===== config.mk =====
export PLATFORM = sky130hd
export DESIGN_NAME = keyseq_wdt
export DESIGN_NICKNAME = d
export VERILOG_FILES = /design/src/rtl/wdt_pkg.sv /design/src/rtl/wdt_post_slot.sv /design/src/rtl/wdt_keyseq.sv /design/src/rtl/wdt_prescale.sv /design/src/rtl/wdt_count.sv /design/src/rtl/keyseq_wdt.sv
export SDC_FILE = /design/constraint.sdc
export NUM_CORES = 1
export LEC_CHECK = 0
export ABC_AREA = 1
export CORE_MARGIN = 1.5
export CORE_UTILIZATION = 68
export CTS_BUF_LIST = sky130_fd_sc_hd__clkbuf_2
export CTS_CLUSTER_DIAMETER = 30
export DETAILED_ROUTE_END_ITERATION = 8
export PLACE_DENSITY = 0.87
export SLEW_MARGIN = 0
export SYNTH_ARGS = -nofsm -noshare
export SYNTH_HDL_FRONTEND = slang
export SYNTH_SLANG_ARGS = --single-unit

===== constraint.sdc =====
create_clock -name clk -period 3.3 [get_ports clk]
set_input_delay 0.66 -clock clk [delete_from_list [all_inputs] [get_ports clk]]
set_output_delay 0.66 -clock clk [all_outputs]
set_load 0.02 [all_outputs]

===== src/rtl/wdt_pkg.sv =====
package wdt_pkg;
  localparam int NREG = 5;

  typedef enum logic [2:0] {
    A_CTRL  = 3'd0,
    A_COUNT = 3'd1,
    A_LOAD  = 3'd2,
    A_TRIG  = 3'd3,
    A_KEY   = 3'd4,
    A_PEND  = 3'd5
  } wdt_addr_e;

  localparam logic [15:0] KEY_RUN_1  = 16'hBBBB;
  localparam logic [15:0] KEY_RUN_2  = 16'h4444;
  localparam logic [15:0] KEY_HALT_1 = 16'hAAAA;
  localparam logic [15:0] KEY_HALT_2 = 16'h5555;

  localparam int CTRL_PTV_LSB = 2;
  localparam int CTRL_PEN_BIT = 5;

  typedef enum logic [1:0] {
    K_IDLE,
    K_RUN_WAIT,
    K_HALT_WAIT
  } key_state_e;
endpackage


===== src/rtl/wdt_post_slot.sv =====
module wdt_post_slot #(
  parameter int DW  = 32,
  parameter int LAT = 4
) (
  input  logic          clk,
  input  logic          rst,
  input  logic          wr_i,
  input  logic [DW-1:0] wdata_i,
  output logic          commit_o,
  output logic [DW-1:0] cdata_o,
  output logic          pend_o
);
  localparam int CW = (LAT > 1) ? $clog2(LAT) : 1;
  localparam logic [CW-1:0] CNT_INIT = CW'(LAT - 1);

  logic          busy_q;
  logic [CW-1:0] cnt_q;
  logic [DW-1:0] data_q;
  logic          hv_q;
  logic [DW-1:0] hold_q;

  always_ff @(posedge clk) begin
    if (rst) begin
      busy_q <= 1'b0;
      cnt_q  <= '0;
      data_q <= '0;
      hv_q   <= 1'b0;
      hold_q <= '0;
    end else if (busy_q) begin
      if (cnt_q == '0) begin
        if (hv_q) begin
          data_q <= hold_q;
          cnt_q  <= CNT_INIT;
          if (wr_i) hold_q <= wdata_i;
          else      hv_q   <= 1'b0;
        end else if (wr_i) begin
          data_q <= wdata_i;
          cnt_q  <= CNT_INIT;
        end else begin
          busy_q <= 1'b0;
        end
      end else begin
        cnt_q <= cnt_q - 1'b1;
        if (wr_i) begin
          hv_q   <= 1'b1;
          hold_q <= wdata_i;
        end
      end
    end else if (wr_i) begin
      busy_q <= 1'b1;
      cnt_q  <= CNT_INIT;
      data_q <= wdata_i;
    end
  end

  assign commit_o = busy_q && (cnt_q == '0);
  assign cdata_o  = data_q;
  assign pend_o   = busy_q;

  // a commit is never earlier than one cycle after the slot went busy
  a_r9_commit_waits: assert property (@(posedge clk) disable iff (rst)
    commit_o |-> $past(busy_q));
endmodule


===== src/rtl/wdt_keyseq.sv =====
module wdt_keyseq #(
  parameter int DW = 32
) (
  input  logic          clk,
  input  logic          rst,
  input  logic          commit_i,
  input  logic [DW-1:0] key_i,
  output logic          run_o
);
  import wdt_pkg::*;

  key_state_e st_q;
  logic       run_q;

  always_ff @(posedge clk) begin
    if (rst) begin
      st_q  <= K_IDLE;
      run_q <= 1'b0;
    end else if (commit_i) begin
      case (st_q)
        K_IDLE: begin
          if (key_i == DW'(KEY_RUN_1))       st_q <= K_RUN_WAIT;
          else if (key_i == DW'(KEY_HALT_1)) st_q <= K_HALT_WAIT;
        end
        K_RUN_WAIT: begin
          st_q <= K_IDLE;
          if (key_i == DW'(KEY_RUN_2)) run_q <= 1'b1;
        end
        K_HALT_WAIT: begin
          st_q <= K_IDLE;
          if (key_i == DW'(KEY_HALT_2)) run_q <= 1'b0;
        end
        default: st_q <= K_IDLE;
      endcase
    end
  end

  assign run_o = run_q;

  // running only begins from the state that saw the first start key
  a_r1_start_after_first_key: assert property (@(posedge clk) disable iff (rst)
    $rose(run_q) |-> $past(st_q == K_RUN_WAIT));
  // stopping only happens from the state that saw the first stop key
  a_r2_stop_after_first_key: assert property (@(posedge clk) disable iff (rst)
    $fell(run_q) |-> $past(st_q == K_HALT_WAIT));
endmodule


===== src/rtl/wdt_prescale.sv =====
module wdt_prescale #(
  parameter int PTV_W = 3
) (
  input  logic             clk,
  input  logic             rst,
  input  logic             run_i,
  input  logic             en_i,
  input  logic [PTV_W-1:0] ptv_i,
  output logic             tick_o
);
  localparam int DIVW = (1 << PTV_W) - 1;

  logic [DIVW-1:0] div_q;
  logic [DIVW:0]   one_sh;
  logic [DIVW-1:0] mask;

  always_comb begin
    one_sh = (DIVW + 1)'(1) << ptv_i;
    mask   = one_sh[DIVW-1:0] - 1'b1;
  end

  always_ff @(posedge clk) begin
    if (rst || !run_i) div_q <= '0;
    else               div_q <= div_q + 1'b1;
  end

  assign tick_o = run_i && (!en_i || ((div_q & mask) == mask));

  // no tick is produced while the timer is stopped
  a_r4_tick_needs_run: assert property (@(posedge clk) disable iff (rst)
    tick_o |-> run_i);
endmodule


===== src/rtl/wdt_count.sv =====
module wdt_count #(
  parameter int DW = 32
) (
  input  logic          clk,
  input  logic          rst,
  input  logic          run_i,
  input  logic          tick_i,
  input  logic          cnt_wr_i,
  input  logic [DW-1:0] cnt_data_i,
  input  logic          load_wr_i,
  input  logic [DW-1:0] load_data_i,
  input  logic          trig_wr_i,
  input  logic [DW-1:0] trig_data_i,
  output logic [DW-1:0] cnt_o,
  output logic [DW-1:0] load_o,
  output logic [DW-1:0] trig_o,
  output logic          wrap_o
);
  logic [DW-1:0] cnt_q;
  logic [DW-1:0] load_q;
  logic [DW-1:0] trig_q;
  logic          wrap_q;
  logic          reload;

  assign reload = trig_wr_i && (trig_data_i != trig_q);

  always_ff @(posedge clk) begin
    if (rst) begin
      cnt_q  <= '0;
      load_q <= '0;
      trig_q <= '0;
      wrap_q <= 1'b0;
    end else begin
      wrap_q <= 1'b0;
      if (load_wr_i && !run_i) load_q <= load_data_i;
      if (trig_wr_i)           trig_q <= trig_data_i;
      if (reload) begin
        cnt_q <= load_q;
      end else if (cnt_wr_i && !run_i) begin
        cnt_q <= cnt_data_i;
      end else if (tick_i) begin
        if (cnt_q == '1) begin
          cnt_q  <= load_q;
          wrap_q <= 1'b1;
        end else begin
          cnt_q <= cnt_q + 1'b1;
        end
      end
    end
  end

  assign cnt_o  = cnt_q;
  assign load_o = load_q;
  assign trig_o = trig_q;
  assign wrap_o = wrap_q;

  // the load value never moves across a cycle spent running
  a_r7_load_locked: assert property (@(posedge clk) disable iff (rst)
    (run_i && $past(run_i)) |-> $stable(load_q));
  // the reset pulse coincides with the counter holding the load value
  a_r8_wrap_reloads: assert property (@(posedge clk) disable iff (rst)
    wrap_q |-> (cnt_q == load_q));
endmodule


===== src/rtl/keyseq_wdt.sv =====
module keyseq_wdt #(
  parameter int DW    = 32,
  parameter int AW    = 3,
  parameter int LAT   = 4,
  parameter int PTV_W = 3
) (
  input  logic          clk,
  input  logic          rst,
  input  logic          wr_en,
  input  logic [AW-1:0] wr_addr,
  input  logic [DW-1:0] wr_data,
  input  logic [AW-1:0] rd_addr,
  output logic [DW-1:0] rd_data,
  output logic          wdt_rst_o
);
  import wdt_pkg::*;

  localparam logic [DW-1:0] CTRL_MASK =
    DW'(((1 << (PTV_W + 1)) - 1) << CTRL_PTV_LSB);

  logic [NREG-1:0] slot_wr;
  logic [NREG-1:0] slot_commit;
  logic [NREG-1:0] slot_pend;
  logic [DW-1:0]   slot_data [NREG];

  for (genvar g = 0; g < NREG; g++) begin : g_slot
    assign slot_wr[g] = wr_en && (wr_addr == AW'(g));
    wdt_post_slot #(.DW(DW), .LAT(LAT)) slot_i (
      .clk      (clk),
      .rst      (rst),
      .wr_i     (slot_wr[g]),
      .wdata_i  (wr_data),
      .commit_o (slot_commit[g]),
      .cdata_o  (slot_data[g]),
      .pend_o   (slot_pend[g])
    );
  end

  logic run;
  wdt_keyseq #(.DW(DW)) key_i (
    .clk      (clk),
    .rst      (rst),
    .commit_i (slot_commit[A_KEY]),
    .key_i    (slot_data[A_KEY]),
    .run_o    (run)
  );

  logic [DW-1:0] ctrl_q;
  always_ff @(posedge clk) begin
    if (rst)                                ctrl_q <= '0;
    else if (slot_commit[A_CTRL] && !run)   ctrl_q <= slot_data[A_CTRL] & CTRL_MASK;
  end

  logic tick;
  wdt_prescale #(.PTV_W(PTV_W)) pre_i (
    .clk    (clk),
    .rst    (rst),
    .run_i  (run),
    .en_i   (ctrl_q[CTRL_PTV_LSB + PTV_W]),
    .ptv_i  (ctrl_q[CTRL_PTV_LSB +: PTV_W]),
    .tick_o (tick)
  );

  logic [DW-1:0] cnt_v, load_v, trig_v;
  logic          wrap;
  wdt_count #(.DW(DW)) cnt_i (
    .clk         (clk),
    .rst         (rst),
    .run_i       (run),
    .tick_i      (tick),
    .cnt_wr_i    (slot_commit[A_COUNT]),
    .cnt_data_i  (slot_data[A_COUNT]),
    .load_wr_i   (slot_commit[A_LOAD]),
    .load_data_i (slot_data[A_LOAD]),
    .trig_wr_i   (slot_commit[A_TRIG]),
    .trig_data_i (slot_data[A_TRIG]),
    .cnt_o       (cnt_v),
    .load_o      (load_v),
    .trig_o      (trig_v),
    .wrap_o      (wrap)
  );

  always_ff @(posedge clk) begin
    if (rst) begin
      rd_data <= '0;
    end else begin
      case (rd_addr)
        AW'(A_CTRL):  rd_data <= ctrl_q;
        AW'(A_COUNT): rd_data <= cnt_v;
        AW'(A_LOAD):  rd_data <= load_v;
        AW'(A_TRIG):  rd_data <= trig_v;
        AW'(A_KEY):   rd_data <= DW'(run);
        AW'(A_PEND):  rd_data <= DW'(slot_pend);
        default:      rd_data <= '0;
      endcase
    end
  end

  assign wdt_rst_o = wrap;

  // control settings cannot move while running
  a_r7_ctrl_locked: assert property (@(posedge clk) disable iff (rst)
    (run && $past(run)) |-> $stable(ctrl_q));
endmodule


==> summary.md, run 1 <==
| Metric | Value |
|---|---|
| Port Buffers | 73 |
| Area growth, synth to finish | 9.53% |
| First-pass DRT Iterations | 7 |
| Crit path DAT | 2.04 ns |
| Die ar. | 0.0307 sq mm |
| Post-cts sizing count | 0 |
| Synthesized Nets | 2940 |
| Worst path max stage delay | 0.64 ns |
| Antenna violations before repair | 2 |
| # nets final | 2991 |
| RSZ-0062 raised after global routing | no |
| Max VDD drop | 403 uV |
| Crit path cell chain | clkdlybuf4s50_1 |
| Starting Density | 69.7% |
| CP Max Fanout | 1 |
| Final setup TNS | 0 ns |
| Setup Skew | 0.0839 ns |
| Hold Path Class | input port to flip-flop |
| WL final | 61600 um |
| Pin count of the biggest net entering global routing | 128 |
| Seq cells post-synth | 427 |
| Mapped Area | 0.0202 sq mm |
| FP Rows | 62 |
| Leak | 0.00966 uW |
| Final Max Slew Viols | 0 |
| Status | finished, final reports clean |
| DR iter-0 viols | 2672 |
| Worst Setup End Kind | output port |
| GR Layer Usage met3 | 7.85% |
| Critical-path top delay cell | clkdlybuf4s50_1 |
| Clock tree buffer depth | 3 |
| Cell family with most CP delay | buffers and inverters |
| Actual slew at the worst max-slew pin | 1.08 ns |
| Max-cap violations | 0 |
| Met2 Usage GRT | 62.2% |
| Post-DP HPWL | 41300 um |
| Synthesized area per cell | 6.97 sq um |
| GRT overflow | 0 |
| Die Height | 175 um |
| Startpoint types | flip-flop |
| Clock Sinks | 427 |
| Fin. Hold Viols | 0 |
| WS Path Type | flip-flop to output port |
| Postcts setup bufs | 0 |
| Root buf cell | clkbuf_2 |
| Gr busiest metal | met2 |
| Gr usage total | 39.9% |
| Netlist cell types | 49 |
| Final antenna-violating net count | 0 |
| Peak Freq | 0.370 GHz |
| Slew HR | 28.0% |
| Syn Inst Count | 2894 |
| Gpl congestion | 0.963 |
| Cell Pwr Density | 444 mW/mm^2 |
| Top_reg_cell synth | dfxtp_1 |
| Worst Path Buf+Inv | 1 |
| Fillcell total | 2262 |
| Final Setup Violations | 0 |
| Io pins | 74 |
| DR vias/cell | 6.11 |
| Async SR Flop Fraction | 0% |
| Core Area | 0.0289 sq mm |
| Sequential area share after synthesis | 42.4% |
| Worst-path clk slew | 0.10 ns |
| Die width | 175 um |
| Vias | 20800 |
| CTS Buf Count | 107 |
| DRC | 0 |
| CTS Hold Bufs | 0 |
| Vias in the first global route | 19400 |
| CTS tree | built |
| EDFF count, synth | 0 |
| Share of cells above drive strength 1 | 9.20% |
| Critical Path RT | 2.64 ns |
| Met1 Use GR | 54.0% |
| Final worst-path cycle share | 81.9% |
| First-pass GRT wire length | 98600 um |
| Min Hold Slack | 0.208 ns |
| Period minus WS final | 2.70 ns |
| Clock insertion delay at the later pin of the skew report | 1.05 ns |
| Detailed-route wire length per cell | 18.1 um |
| H-tree levels | 3 |
| Warnings from Yosys | 0 |
## metrics by stage
step / util (%) / instance area, sq um / power, uW / setup WS (ns) / instances
final: 76.3 / 22100 / 9800 / 0.598 / 3408
after global routing: 76.3 / 22100 / 10200 / 0.521 / 3407
after CTS: 76.3 / 22100 / 9790 / 0.569 / 3406
after detailed placement: 72.9 / 21100 / 6180 / 0.580 / 3220
after global placement: 72.9 / 21100 / 6150 / 0.695 / 3220
after floorplan: - / 20200 / 5900 / 1.38 / 2894
## routing by layer
metal	vias up	routed length (um)
met3	194	7510
li1	9785	-
met5	-	0
met4	0	2230
met2	1334	27300
met1	9518	24600
## final timing paths
check                                 endpoint                   startpoint  slack [ns]  depth (start not counted)
setup / recovery                    rd_data[0]                   rd_data[0]        0.60                          1
hold / removal    g_slot[1].slot_i.cdata_o[26]                          rst        0.21                          4
setup reg to reg                cnt_i.cnt_o[8]             cnt_i.trig_o[30]        0.62                         11
hold reg to reg                      ctrl_q[4]  g_slot[0].slot_i.cdata_o[4]        0.49                          2
## synthesized netlist by cell type, types with 5 or more instances
library cell  number  area share [%]
a211oi_1           8            0.30
a21oi_1          290             7.2
a221oi_1           7            0.30
a22oi_1            7            0.26
a31oi_1           31            0.96
buf_1             10            0.19
buf_2             15            0.37
clkbuf_1         143             2.7
clkinv_1          10            0.19
dfxtp_1          427              42
ha_1               5            0.31
inv_1            322             6.0
inv_2             16            0.30
nand2_1          529             9.8
nand3_1           83             2.1
nand4_1           14            0.43
nor2_1           279             5.2
nor2_2            12            0.37
nor4_1             6            0.19
o211ai_1          56             2.1
o21ai_0          430              11
o21ai_1           22            0.55
o21ai_2            5            0.22
o221ai_1          36             1.6
o22ai_1           30            0.93
o311ai_0          17            0.74
xnor2_1           24             1.0
xor2_1            11            0.48
## cells by family (layout without fill, tap and decap cells)
family / Yosys count / after routing / synth area share, %
adders and majority gates: 5 / 5 / 0.310
AOI/OAI and AO/OA: 946 / 946 / 26.1
xor gates and xnor gates: 35 / 35 / 1.52
and+or+nand+nor: 955 / 955 / 19.5
other: 0 / 2 / 0
DFF: 427 / 427 / 42.4
buffers and inverters: 526 / 654 / 10.3
## layout by cell type (no fill, tap or decap), types with 21 or more instances in the layout
master	instances
a21oi_1	290
a31oi_1	31
buf_4	43
clkbuf_2	155
clkdlybuf4s50_1	72
clkinv_1	29
dfxtp_1	427
inv_1	321
nand2_1	529
nand3_1	81
nor2_1	273
o211ai_1	56
o21ai_0	430
o21ai_1	21
o221ai_1	36
o22ai_1	30
xnor2_1	24
## where the power goes
part           switching [uW]  internal (uW)
clock network            2200           1500
registers                90.1           5240
logic                     509            252
## final cells by class
type	instances	area, sq um	area share [%]
Multi-Input combinational cell	1941	9610	43.5
Tap cell	384	480	2.18
Inverter	348	1310	5.95
Clock inverter	31	221	1.00
Clock buffer	155	776	3.51
Sequential cell	427	8550	38.7
Timing Repair Buffer	120	1130	5.11
Antenna cell	2	5.00	0.0227
## flip-flops by register name, summed over array words and instances (netlist names), 7 cells and up
signal / count
cnt_i.cnt_o: 32
g_slot.slot_i.cdata_o: 132
g_slot.slot_i.hold_q: 132
cnt_i.load_o: 32
g_slot.slot_i.cnt_q: 10
rd_data: 32
pre_i.div_q: 7
cnt_i.trig_o: 32
No activity file was read; power rests on OpenSTA's default activity.
==> inputs of run 2 (changes only) <==
Settings changed: CORE_UTILIZATION 68 to 57, PLACE_DENSITY 0.87 to 0.78.
Clock period 3.3 ns to 2.3 ns, I/O delays scaled along.
==> run 2 against run 1 <==
  * Utilization is 9.8 points lower
  * Highest routed layer unchanged
  * Critical endpoint is now rd_data[15]
  * Wire length grew 2.4%
  * Largest cell class unchanged
  * Via count down 0.31%
  * Global-route usage fell by 5.5 points
  * Critical path depth unchanged
==> summary.md, run 2 (synthesized netlist as in run 1, its figures left out) <==
| Metric | Value |
|---|---|
| Power, Total | 14400 uW (was 9800 uW) |
| Leak | 0.0103 uW (was 0.00966 uW) |
| Most common cell after layout, fill and taps aside | nand2_1 (unchanged) |
| Final Max Slew Viols | 0 (unchanged) |
| Final WS setup | 0.108 ns (was 0.598 ns) |
| FP Rows | 68 (was 62) |
| H-tree levels | 3 (unchanged) |
| First-pass DRT Iterations | 8 (was 7) |
| Peak Freq | 0.456 GHz |
| Postcts setup bufs | 0 (unchanged) |
| WL final | 63100 um (was 61600 um) |
| Cell family with most CP delay | flip-flops (was buffers and inverters) |
| RSZ-0062 raised after global routing | no (unchanged) |
| Worst path max stage delay | 0.34 ns (was 0.64 ns) |
| Vias in the first global route | 19100 (was 19400) |
| Setup Skew | 0.105 ns (was 0.0839 ns) |
| Max-cap violations | 0 (unchanged) |
| First-pass GRT wire length | 99600 um (was 98600 um) |
| Clock insertion delay at the later pin of the skew report | 1.09 ns (was 1.05 ns) |
| Area growth, synth to finish | 14.5% (was 9.53%) |
| Die width | 191 um (was 175 um) |
| Slew HR | 39.4% (was 28.0%) |
| Max VDD drop | 409 uV (was 403 uV) |
| Worst-path clk slew | 0.10 ns (about the same) |
| Final worst-path cycle share | 95.3% |
| CTS Buf Count | 114 (was 107) |
| Clock Sinks | 427 (unchanged) |
| Fin. Hold Viols | 0 (unchanged) |
| Startpoint types | flip-flop (unchanged) |
| Detailed-route wire length per cell | 17.6 um (was 18.1 um) |
| Placed insts | 3346 (was 3220) |
| Critical-path top delay cell | dfxtp_1 (was clkdlybuf4s50_1) |
| Cell Pwr Density | 623 mW/mm^2 (was 444 mW/mm^2) |
| DRC | 0 (unchanged) |
| CP Max Fanout | 1 (unchanged) |
| Critical Path RT | 1.84 ns (was 2.64 ns) |
| Vias | 20800 (about the same) |
| Core Area | 0.0347 sq mm (was 0.0289 sq mm) |
| Root buf cell | clkbuf_2 (unchanged) |
| Clock tree buffer depth | 3 (unchanged) |
| Final antenna-violating net count | 0 (unchanged) |
| Die Height | 191 um (was 175 um) |
| Worst slack, placed | -0.105 ns (was 0.580 ns) |
| Fin cells | 3576 (was 3408) |
| Pin count of the biggest net entering global routing | 82 (was 128) |
| Hold Path Class | input port to flip-flop (unchanged) |
| Worst Path Buf+Inv | 1 (unchanged) |
| GRT overflow | 0 (unchanged) |
| DR vias/cell | 5.81 (was 6.11) |
| Gr usage total | 34.4% (was 39.9%) |
| Worst Setup End Kind | output port (unchanged) |
| Final Setup Violations | 0 (unchanged) |
| Period minus WS final | 2.19 ns |
| Die ar. | 0.0365 sq mm (was 0.0307 sq mm) |
| Io pins | 74 (unchanged) |
| Actual slew at the worst max-slew pin | 0.909 ns (was 1.08 ns) |
| Post-DP HPWL | 43300 um (was 41300 um) |
| CTS tree | built (unchanged) |
| DR iter-0 viols | 2066 (was 2672) |
| Starting Density | 58.1% (was 69.7%) |
| Gpl congestion | 0.944 (was 0.963) |
| Status | finished, final reports clean (unchanged) |
| Crit path DAT | 1.73 ns (was 2.04 ns) |
| # nets final | 3078 (was 2991) |
| Antenna violations before repair | 3 (was 2) |
| Port Buffers | 73 (unchanged) |
| WS Path Type | flip-flop to output port (unchanged) |
| Share of cells above drive strength 1 | 11.1% (was 9.20%) |
| Commonest cells after routing, fill and taps aside | 529 x nand2_1, 430 x o21ai_0, 427 x dfxtp_1, 321 x inv_1, 290 x a21oi_1 (unchanged) |
| Crit path cell chain | dlygate4sd2_1 (was clkdlybuf4s50_1) |
run 2: cell count changes in the layout (fill, tap and decap cells not counted), moves of 2 or more:
| cell | delta |
|---|---|
| buf_4 | +40 |
| clkdlybuf4s50_1 | -33 |
| dlygate4sd2_1 | +27 |
| dlygate4sd3_1 | +25 |
| buf_12 | +15 |
| clkinv_2 | +13 |
| clkinv_1 | +6 |
| clkdlybuf4s15_1 | +4 |
| clkdlybuf4s15_2 | +2 |
| clkinv_4 | -2 |
run 2: worst paths after layout:
kind,startpoint,to,slack (ns),cells past startpoint
worst max-delay path,rd_data[15],rd_data[15],0.11,1
worst min-delay path,wr_data[5],g_slot[4].slot_i.hold_q[5],0.1,3
worst max register to register,cnt_i.cnt_o[6],cnt_i.cnt_o[23],0.17,11
worst min register to register,g_slot[1].slot_i.pend_o,g_slot[1].slot_i.cnt_q[0],0.47,1
run 2: metrics by stage:
stage / util [%] / hold slack (ns) / setup TNS (ns) / instance area (sq um)
6_report: 66.5 / 0.0991 / 0 / 23100
4_1_cts: 66.5 / 0.00254 / 0 / 23100
3_5_place_dp: 62.7 / 0.466 / -0.736 / 21800
3_3_place_gp: 62.7 / 0.458 / 0 / 21800
2_1_floorplan: - / 0.441 / 0 / 20200
5_1_grt: 66.5 / 0.0308 / 0 / 23100
run 2: area by class of cell:
class	instances	area, sq um
sequential	427	8550
clock buffer	154	771
inverter	348	1320
multi-input combinational	1941	9610
clock inverter	49	317
timing repair buffer	200	1950
antenna	2	5.00
fill	3045	11600
tap	455	569
run 2: repair_timing:
item	4_1_cts	5_1_grt
resized for setup	41	4
endpoints found under the hold margin	84	0
endpoints found under the setup margin	33	5
hold buffers	25	0
run 2: metal layers:
layer | up-vias | routed length [um] | GRT usage (%)
met1 | 9612 | 27300 | 47.6
li1 | 9984 | - | -
met5 | - | 0 | 0
met3 | 114 | 6160 | 7.21
met2 | 1057 | 28100 | 52.6
met4 | 0 | 1500 | 13.1
run 2: where the power goes:
part           switching (uW)  internal, uW
combinational             748           433
clock                    3250          2300
sequential                121          7520
